**config.mk**
```make
export PLATFORM = sky130hd
export DESIGN_NAME = chg_supervisor
export DESIGN_NICKNAME = d
export VERILOG_FILES = /design/src/rtl/chg_pkg.sv /design/src/rtl/chg_qual.sv /design/src/rtl/chg_timer.sv /design/src/rtl/chg_level.sv /design/src/rtl/chg_supervisor.sv
export SDC_FILE = /design/constraint.sdc
export NUM_CORES = 1
export LEC_CHECK = 0
export BUFFER_PORTS_ARGS = -buffer_cell sky130_fd_sc_hd__buf_2
export CAP_MARGIN = 10
export CORE_ASPECT_RATIO = 1.75
export CORE_UTILIZATION = 34
export DETAILED_ROUTE_END_ITERATION = 12
export SLEW_MARGIN = 10
export SYNTH_ARGS = -nofsm -noshare
export SYNTH_HDL_FRONTEND = slang
export SYNTH_SLANG_ARGS = --single-unit
export TNS_END_PERCENT = 30
```
**constraint.sdc**
```tcl
create_clock -name clk -period 2.62 [get_ports clk]
set_input_delay 0.131 -clock clk [delete_from_list [all_inputs] [get_ports clk]]
set_output_delay 0.131 -clock clk [all_outputs]
set_load 0.1 [all_outputs]
```
**src/rtl/chg_pkg.sv**
```systemverilog
package chg_pkg;

    localparam int MW    = 16;
    localparam int BAR_W = 3;

    typedef logic [MW-1:0] code_t;

    typedef enum logic [2:0] {
        ST_IDLE  = 3'd0,
        ST_PRE   = 3'd1,
        ST_CC    = 3'd2,
        ST_CV    = 3'd3,
        ST_DONE  = 3'd4,
        ST_FAULT = 3'd5
    } chg_state_e;

    typedef struct packed {
        code_t vin;
        code_t vbat;
        code_t ibat;
    } chg_sample_t;

    // qualified threshold indices
    localparam int Q_VIN  = 0;
    localparam int Q_PRE  = 1;
    localparam int Q_CV   = 2;
    localparam int Q_FULL = 3;
    localparam int Q_TERM = 4;
    localparam int NQ     = 5;

    // level band lower edges, mV
    localparam int LVL4_MV = 3740;
    localparam int LVL3_MV = 3650;
    localparam int LVL2_MV = 3590;
    localparam int LVL1_MV = 3350;

    function automatic logic [BAR_W-1:0] bars_of(code_t mv);
        if (mv >= code_t'(LVL4_MV))      return BAR_W'(4);
        else if (mv >= code_t'(LVL3_MV)) return BAR_W'(3);
        else if (mv >= code_t'(LVL2_MV)) return BAR_W'(2);
        else if (mv >= code_t'(LVL1_MV)) return BAR_W'(1);
        else                             return BAR_W'(0);
    endfunction

    function automatic logic is_charging(chg_state_e s);
        return (s == ST_PRE) || (s == ST_CC) || (s == ST_CV);
    endfunction

endpackage

```
**src/rtl/chg_qual.sv**
```systemverilog
module chg_qual #(
    parameter int DEB = 4
) (
    input  logic clk,
    input  logic rst,
    input  logic valid,
    input  logic cond,
    output logic hit
);
    localparam int CW = (DEB > 1) ? $clog2(DEB) : 1;
    localparam logic [CW-1:0] TOP = CW'(DEB - 1);

    logic [CW-1:0] run_cnt;

    always_ff @(posedge clk) begin
        if (rst) begin
            run_cnt <= '0;
        end else if (valid) begin
            if (!cond)
                run_cnt <= '0;
            else if (run_cnt != TOP)
                run_cnt <= run_cnt + 1'b1;
        end
    end

    // fires on the DEB-th consecutive qualifying sample and after
    assign hit = valid && cond && (run_cnt == TOP);

endmodule

```
**src/rtl/chg_timer.sv**
```systemverilog
module chg_timer #(
    parameter int TICK_DIV = 26_000_000,
    parameter int LIMIT    = 7200
) (
    input  logic clk,
    input  logic rst,
    input  logic run,
    output logic expired
);
    localparam int PW = (TICK_DIV > 1) ? $clog2(TICK_DIV) : 1;
    localparam int TW = $clog2(LIMIT + 1);
    localparam logic [PW-1:0] P_TOP = PW'(TICK_DIV - 1);
    localparam logic [TW-1:0] T_TOP = TW'(LIMIT);

    logic [PW-1:0] presc;
    logic [TW-1:0] ticks;

    always_ff @(posedge clk) begin
        if (rst || !run) begin
            presc <= '0;
            ticks <= '0;
        end else if (ticks != T_TOP) begin
            if (presc == P_TOP) begin
                presc <= '0;
                ticks <= ticks + 1'b1;
            end else begin
                presc <= presc + 1'b1;
            end
        end
    end

    assign expired = (ticks == T_TOP);

endmodule

```
**src/rtl/chg_level.sv**
```systemverilog
module chg_level
    import chg_pkg::*;
(
    input  logic             clk,
    input  logic             rst,
    input  logic             valid,
    input  code_t            vbat,
    output logic [BAR_W-1:0] bars
);
    always_ff @(posedge clk) begin
        if (rst)
            bars <= '0;
        else if (valid)
            bars <= bars_of(vbat);
    end
endmodule

```
**src/rtl/chg_supervisor.sv**
```systemverilog
module chg_supervisor
    import chg_pkg::*;
#(
    parameter int DEB           = 4,
    parameter int VIN_DET_MV    = 4800,
    parameter int PRE_MV        = 3000,
    parameter int CV_MV         = 4200,
    parameter int FULL_MA       = 110,
    parameter int TERM_MA       = 105,
    parameter int CC_MA         = 645,
    parameter int PRE_LO_MA     = 50,
    parameter int PRE_HI_MA     = 100,
    parameter int TICK_DIV      = 26_000_000,
    parameter int TIMEOUT_TICKS = 7200
) (
    input  logic                   clk,
    input  logic                   rst,
    input  logic                   smp_valid,
    input  logic [chg_pkg::MW-1:0] vin_mv,
    input  logic [chg_pkg::MW-1:0] vbat_mv,
    input  logic [chg_pkg::MW-1:0] ibat_ma,
    input  logic                   pre_sel,
    output logic [chg_pkg::MW-1:0] iset_ma,
    output logic                   chg_en,
    output logic                   pre_lvl,
    output logic                   full,
    output logic                   fault,
    output logic [2:0]             bars,
    output logic [2:0]             state
);
    chg_sample_t smp;
    logic [NQ-1:0] cond;
    logic [NQ-1:0] hit;
    logic          unplug;
    logic          expired;
    logic          run;
    chg_state_e    st, st_nx;
    logic          pre_hi_q;
    logic          full_q;

    assign smp = '{vin: vin_mv, vbat: vbat_mv, ibat: ibat_ma};

    always_comb begin
        cond         = '0;
        cond[Q_VIN]  = smp.vin  >= code_t'(VIN_DET_MV);
        cond[Q_PRE]  = smp.vbat >= code_t'(PRE_MV);
        cond[Q_CV]   = smp.vbat >= code_t'(CV_MV);
        cond[Q_FULL] = smp.ibat <= code_t'(FULL_MA);
        cond[Q_TERM] = smp.ibat <= code_t'(TERM_MA);
    end

    generate
        for (genvar gi = 0; gi < NQ; gi++) begin : g_qual
            chg_qual #(.DEB(DEB)) u_q (
                .clk   (clk),
                .rst   (rst),
                .valid (smp_valid),
                .cond  (cond[gi]),
                .hit   (hit[gi])
            );
        end
    endgenerate

    assign unplug = smp_valid && !cond[Q_VIN];
    assign run    = is_charging(st);

    chg_timer #(.TICK_DIV(TICK_DIV), .LIMIT(TIMEOUT_TICKS)) u_timer (
        .clk     (clk),
        .rst     (rst),
        .run     (run),
        .expired (expired)
    );

    chg_level u_level (
        .clk   (clk),
        .rst   (rst),
        .valid (smp_valid),
        .vbat  (smp.vbat),
        .bars  (bars)
    );

    // next-phase selection; charger removal outranks everything
    always_comb begin
        st_nx = st;
        if (unplug) begin
            st_nx = ST_IDLE;
        end else begin
            case (st)
                ST_IDLE:  if (hit[Q_VIN]) st_nx = cond[Q_PRE] ? ST_CC : ST_PRE;
                ST_PRE:   if (expired) st_nx = ST_FAULT;
                          else if (hit[Q_PRE]) st_nx = ST_CC;
                ST_CC:    if (expired) st_nx = ST_FAULT;
                          else if (hit[Q_CV]) st_nx = ST_CV;
                ST_CV:    if (expired || hit[Q_TERM]) st_nx = ST_DONE;
                ST_DONE:  st_nx = ST_DONE;
                ST_FAULT: st_nx = ST_FAULT;
                default:  st_nx = ST_IDLE;
            endcase
        end
    end

    always_ff @(posedge clk) begin
        if (rst) begin
            st       <= ST_IDLE;
            pre_hi_q <= 1'b0;
            full_q   <= 1'b0;
        end else begin
            st <= st_nx;
            if (st == ST_IDLE && st_nx == ST_PRE)
                pre_hi_q <= pre_sel;
            if (st_nx != ST_CV)
                full_q <= 1'b0;
            else if (st == ST_CV && hit[Q_FULL])
                full_q <= 1'b1;
        end
    end

    always_comb begin
        case (st)
            ST_PRE:       iset_ma = pre_hi_q ? code_t'(PRE_HI_MA) : code_t'(PRE_LO_MA);
            ST_CC, ST_CV: iset_ma = code_t'(CC_MA);
            default:      iset_ma = '0;
        endcase
    end

    assign chg_en  = run;
    assign pre_lvl = (st == ST_PRE) && pre_hi_q;
    assign full    = full_q || (st == ST_DONE);
    assign fault   = (st == ST_FAULT);
    assign state   = st;

endmodule

```
# After elaboration in Yosys (flattened, before gate mapping)
# Cells that the tools add are included.
[totals] wordCells=108 out_inout_bits=26 input_bits=52 regBits=56
[classes] magnitude_cmp=9 reduce_logical=30 n_eq_ne=25 mux=26 addsub=7
[ops] operator="$ge 16x12->1 const B" n=5
[ops] operator="$ge 16x13->1 const B" n=2
[ops] operator="$le 16x7->1 const B" n=2
[ops] operator="$mux 3" n=10
[ops] operator="$add 25x1->25 const B" n=1
[ops] operator="$eq 25x25->1 const B" n=1
[ops] operator="$mux 25" n=1
[ops] operator="$mux 2" n=11
[ops] operator="$ne 2x2->1 const B" n=10
[ops] operator="$pmux 10 s2" n=1
[ops] operator="$pmux 3 s6" n=1
[ops] operator="$logic_and 1x1->1" n=14
[ops] operator="$add 13x1->13 const B" n=1
[ops] operator="$eq 13x13->1 const B" n=1
[ops] operator="$ne 13x13->1 const B" n=1
[ops] operator="$reduce_and 2->1" n=6
[ops] operator="$add 2x1->2 const B" n=5
[ops] operator="$eq 2x2->1 const B" n=5
[ops] operator="$mux 7" n=1
[ops] operator="$eq 3x1->1 const B" n=2
[ops] operator="$eq 3x2->1 const B" n=2
[ops] operator="$eq 3x3->1 const B" n=2
[ops] operator="$logic_or 1x1->1" n=5
[ops] operator="$reduce_or 2->1" n=2
[ops] operator="other kinds (4)" n=5

# Logic depth before layout (Yosys ltp)
[depth] word_depth=9 mapped_depth=8 depth_no_buf=7

# By module
# From an unflattened synthesis, not the netlist that was laid out.
[hier_totals] hier_cells=405 hier_area_um2=3417.0
[by_module_without_submodules] module="chg_timer" area_per_inst_um2=1936.9 cells_each=229 seq_area_each_um2=760.7 instances=1
[by_module_without_submodules] module="chg_qual" area_per_inst_um2=123.9 cells_each=12 seq_area_each_um2=40.0 instances=5
[by_module_without_submodules] module="chg_supervisor" area_per_inst_um2=606.8 cells_each=87 seq_area_each_um2=100.1 instances=1
[by_module_without_submodules] module="chg_level" area_per_inst_um2=254.0 cells_each=29 seq_area_each_um2=60.1 instances=1

# Least setup slack after synthesis
# OpenSTA, ideal clock, no wires.
[synth_timing] path_type="register to output" startpoint="register st[0] (netlist: state[0])" endpoint="output port iset_ma[2] in the netlist's numbering" stages_incl_launch_ff=5 n_path_buf=0 required_ns=2.489 t_arrival_ns=4.365 setup_slack_ns=-1.876 cell_sequence="dfxtp_1 nand2b_1 nor2_1 and2_1 nand2b_1"
[synth_between] elab_chain_len=3
[synth_rtl] element="from (decl)" line="chg_supervisor.sv:37" rtl="chg_state_e st, st_nx;"
[synth_rtl] element="from (signal assigned)" line="chg_supervisor.sv:108" rtl="st <= st_nx;"
[synth_rtl] element="$eq 3x2->1" line="chg_supervisor.sv:119" rtl="case (st)"
[synth_rtl] element="$reduce_or 2->1" line="chg_supervisor.sv:119"
[synth_rtl] element="$pmux 10 s2 (*)" line="chg_supervisor.sv:119"
[synth_rtl] element="to (decl)" line="chg_supervisor.sv:23" rtl="output logic [chg_pkg::MW-1:0] iset_ma,"
# Mark *: on every way between the ends. The rest lies on a longest branch, timed or not.

# Worst setup path after layout
[layout_timing] startpoint="register u_timer.ticks[7]" endpoint="register u_timer.presc[24]"
[layout_between] elab_chain_len=1
[layout_rtl] element="from (decl)" line="chg_timer.sv:16" rtl="logic [TW-1:0] ticks;"
[layout_rtl] element="from (signal assigned)" line="chg_timer.sv:25" rtl="ticks <= ticks + 1'b1;"
[layout_rtl] element="$ne 13x13->1" line="chg_timer.sv:22" rtl="end else if (ticks != T_TOP) begin"
[layout_rtl] element="to (signal assigned)" line="chg_timer.sv:27" rtl="presc <= presc + 1'b1;"
[layout_rtl] element="to (decl)" line="chg_timer.sv:15" rtl="logic [PW-1:0] presc;"
# Every way passes these cells.
# A chain may end at the register's enable or synchronous reset.

==> results.cfg <==
[run_status]
outcome = finished clean

[synth]
synth_seq_area_share_pct = 34.6
synth-warning-count = 0
synthCells = 405
ys_types = 61
synth_edf_count = 0
ys_ff_latch = 56
synth-main-ff-cell = dfxtp_1
syn_area_per_cell_sq_um = 8.00
synthArstFlopShare_pct = 0
netlist_area_sq_um = 3240

[power]
ir_drop_uv = 309
switching_power_mw = 0.449
p_sw_share_pct = 24.4
power_frac_comb_pct = 10.0
finalPower_mw = 1.84
p_seq_share_pct = 47.1
p_per_area_nw_per_um2 = 483
clockPowerShare_pct = 43.0
p_int_mw = 1.39
leakage_nw = 1.32

[cts]
clock_path_buffers = 2
clkTransAtPathRegs_ns = 0.07
cts_inserted_buffers = 5
cts_resized = 0
tritoncts = built
postCtsSetupRepairBufs = 0
htreeDepth = 2
clockRootBuffer = clkbuf_16
clock_latency_ns = 0.29
postCtsHoldBufs = 0
cts.sinks = 56

[sta]
rsz0062_at_grt = no
max-slew-margin-rel_pct = 55.0
drv_slew = 0
fmax_ghz = 0.437
skew_ns = 0.00660
worstMarginPinSlew_ns = 0.670
fin_crit_ns = 2.29
hold_violations = 0
min_period_over_period_pct = 87.4
finalSetupViolations = 0

[setup_path]
arrival_ns = 2.52
required_ns = 2.85
critPathCaptureType = flip-flop
startpoint_type = flip-flop
path_class = reg -> reg
crit_fanout = 24

[global_route]
antenna_found_initial = 0
grt_pass1_vias = 2968
grt_max_degree = 25
gr-usage-met3_pct = 2.91
busiest_layer = met2
track_usage_pct = 16.9
grt_pass1_wl_mm = 13.2
grt-ovfl-total = 0
grt_use_met2_pct = 32.4
use_met1_pct = 17.5

[drt]
drtIter0Drc = 133
wl_per_cell_um = 13.5
drc_errors = 0
first_pass_iters = 4
via_per_inst = 5.35
vias = 3105
routed_wl_mm = 7.85
ant_nets = 0

[floorplan]
die_x_um = 75.8
dieHeight_um = 131
coreArea_sq_um = 9150
initial_core_util_pct = 35.4
die-area_sq_um = 9940
num_rows = 46
pin_count = 78

[run]
maxCapViolations = 0

[placement]
dp.cells = 572
dpl.hpwl_mm = 6.07
gp_congestion = 0.914
portBuffers = 62

[hold_path]
hold_path_class = in -> reg

[final_layout]
fin_util_pct = 41.6
nFillCells = 947
area_growth_pct = 17.6
regArea_sq_um = 1120
diodes = 0
fin_cells = 580
final_cell_mix = 62 x buf_2, 55 x dfxtp_1, 46 x nor2_1
multi_input_area_sq_um = 1940
nets = 519
drive_gt1_share_pct = 19.1
final_common_cell = buf_2
[worst max-delay path: stages, from the launching register on]
cell,delay (ns)
dfxtp_1,0.34
or4_1,0.66
o31ai_4,0.41
nand4bb_1,0.18
buf_4,0.20
nand2_1,0.07
buf_4,0.22
a21oi_1,0.13
[stage by stage]
step | TNS, ns | area (sq um) | setup slack, ns | hold WS, ns
5_1_grt | 0 | 3810 | 0.154 | 0.104
3_3_place_gp | 0 | 3630 | 0.346 | 0.373
3_5_place_dp | 0 | 3630 | 0.329 | 0.393
2_1_floorplan | -0.378 | 3290 | -0.143 | 0.278
6_report | 0 | 3810 | 0.330 | 0.0829
4_1_cts | 0 | 3810 | 0.304 | 0.0802
[kinds of logic (layout without fill, tap and decap cells)]
family	Yosys count	in the layout	share of synthesized area [%]
adders and majority gates	8	8	3.09
AOI/OAI and AO/OA	85	85	17.7
other	1	8	0.116
and+or+nand+nor	184	184	30.3
buffers and inverters	45	93	7.07
muxes	3	3	0.927
xor gates and xnor gates	23	23	6.22
DFF	56	56	34.6
[power groups by stage]
stage	Combinational (mW)	Clock, mW	Sequential [mW]
final	0.183	0.790	0.866
after global routing	0.199	0.848	0.867
after CTS	0.184	0.819	0.865
after detailed placement	0.184	0	0.886
after global placement	0.180	0	0.885
after floorplan	0.121	0	0.897
[cells in the mapped netlist (all sizes together) (2+ instances only)]
cell type / n / area (sq um)
and4: 3 / 26.3
a21o: 3 / 22.5
clkbuf: 8 / 30.0
nor4b: 2 / 17.5
ha: 8 / 100
a31oi: 4 / 25.0
nand4b: 4 / 35.0
buf: 20 / 135
mux2i: 3 / 30.0
or4b: 3 / 30.0
a211oi: 3 / 22.5
a311oi: 2 / 17.5
or2: 2 / 12.5
nand3: 17 / 85.1
inv: 16 / 60.1
o31ai: 7 / 66.3
or4: 6 / 45.0
a2111oi: 2 / 17.5
o21ai: 17 / 85.1
o211ai: 3 / 22.5
a21boi: 2 / 15.0
dfxtp: 56 / 1120
nor2: 47 / 176
and2: 4 / 25.0
and3: 2 / 12.5
a22oi: 4 / 30.0
nand4bb: 2 / 22.5
nor4: 12 / 75.1
nand4: 9 / 56.3
or3: 13 / 81.3
xor2: 3 / 26.3
nand2b: 4 / 25.0
xnor2: 20 / 175
a21oi: 25 / 125
nand2: 27 / 101
o211a: 2 / 20.0
nor3: 21 / 105
[metal layers]
layer,up-vias,routed length [um],share of wire (%)
met5,-,0,0
met1,1473,3140,40
met3,7,219,2.8
met2,55,4410,56
li1,1570,-,-
met4,0,85,1.1
[path summary, 6_finish.rpt]
check	start	end	slack, ns	cells past startpoint
hold reg to reg	u_level.bars[1]$_SDFFE_PP0P_	u_level.bars[1]$_SDFFE_PP0P_	0.47	2
setup / recovery	u_timer.ticks[7]$_SDFFE_PP0P_	u_timer.presc[24]$_SDFFE_PP0P_	0.33	7
setup reg to reg	u_timer.ticks[7]$_SDFFE_PP0P_	u_timer.presc[24]$_SDFFE_PP0P_	0.33	7
hold / removal	pre_sel	pre_hi_q$_SDFFE_PP0P_	0.08	3
[flip-flops by register name, indices dropped and copies added (netlist names)]
register and count:
full_q 1, g_qual.u_q.run_cnt 10, pre_hi_q 1, state 3
u_level.bars 3, u_timer.presc 25, u_timer.ticks 13
[final cells by class]
type / count / area share (%)
inverters: 17 / 1.67
repair buffers: 68 / 9.33
clock inverters: 2 / 1.02
flip-flops and latches: 56 / 29.5
multi-input cells: 311 / 50.9
well taps: 120 / 3.94
clock buffers: 6 / 3.65
Note: power is estimated with default switching activity, not from simulation.
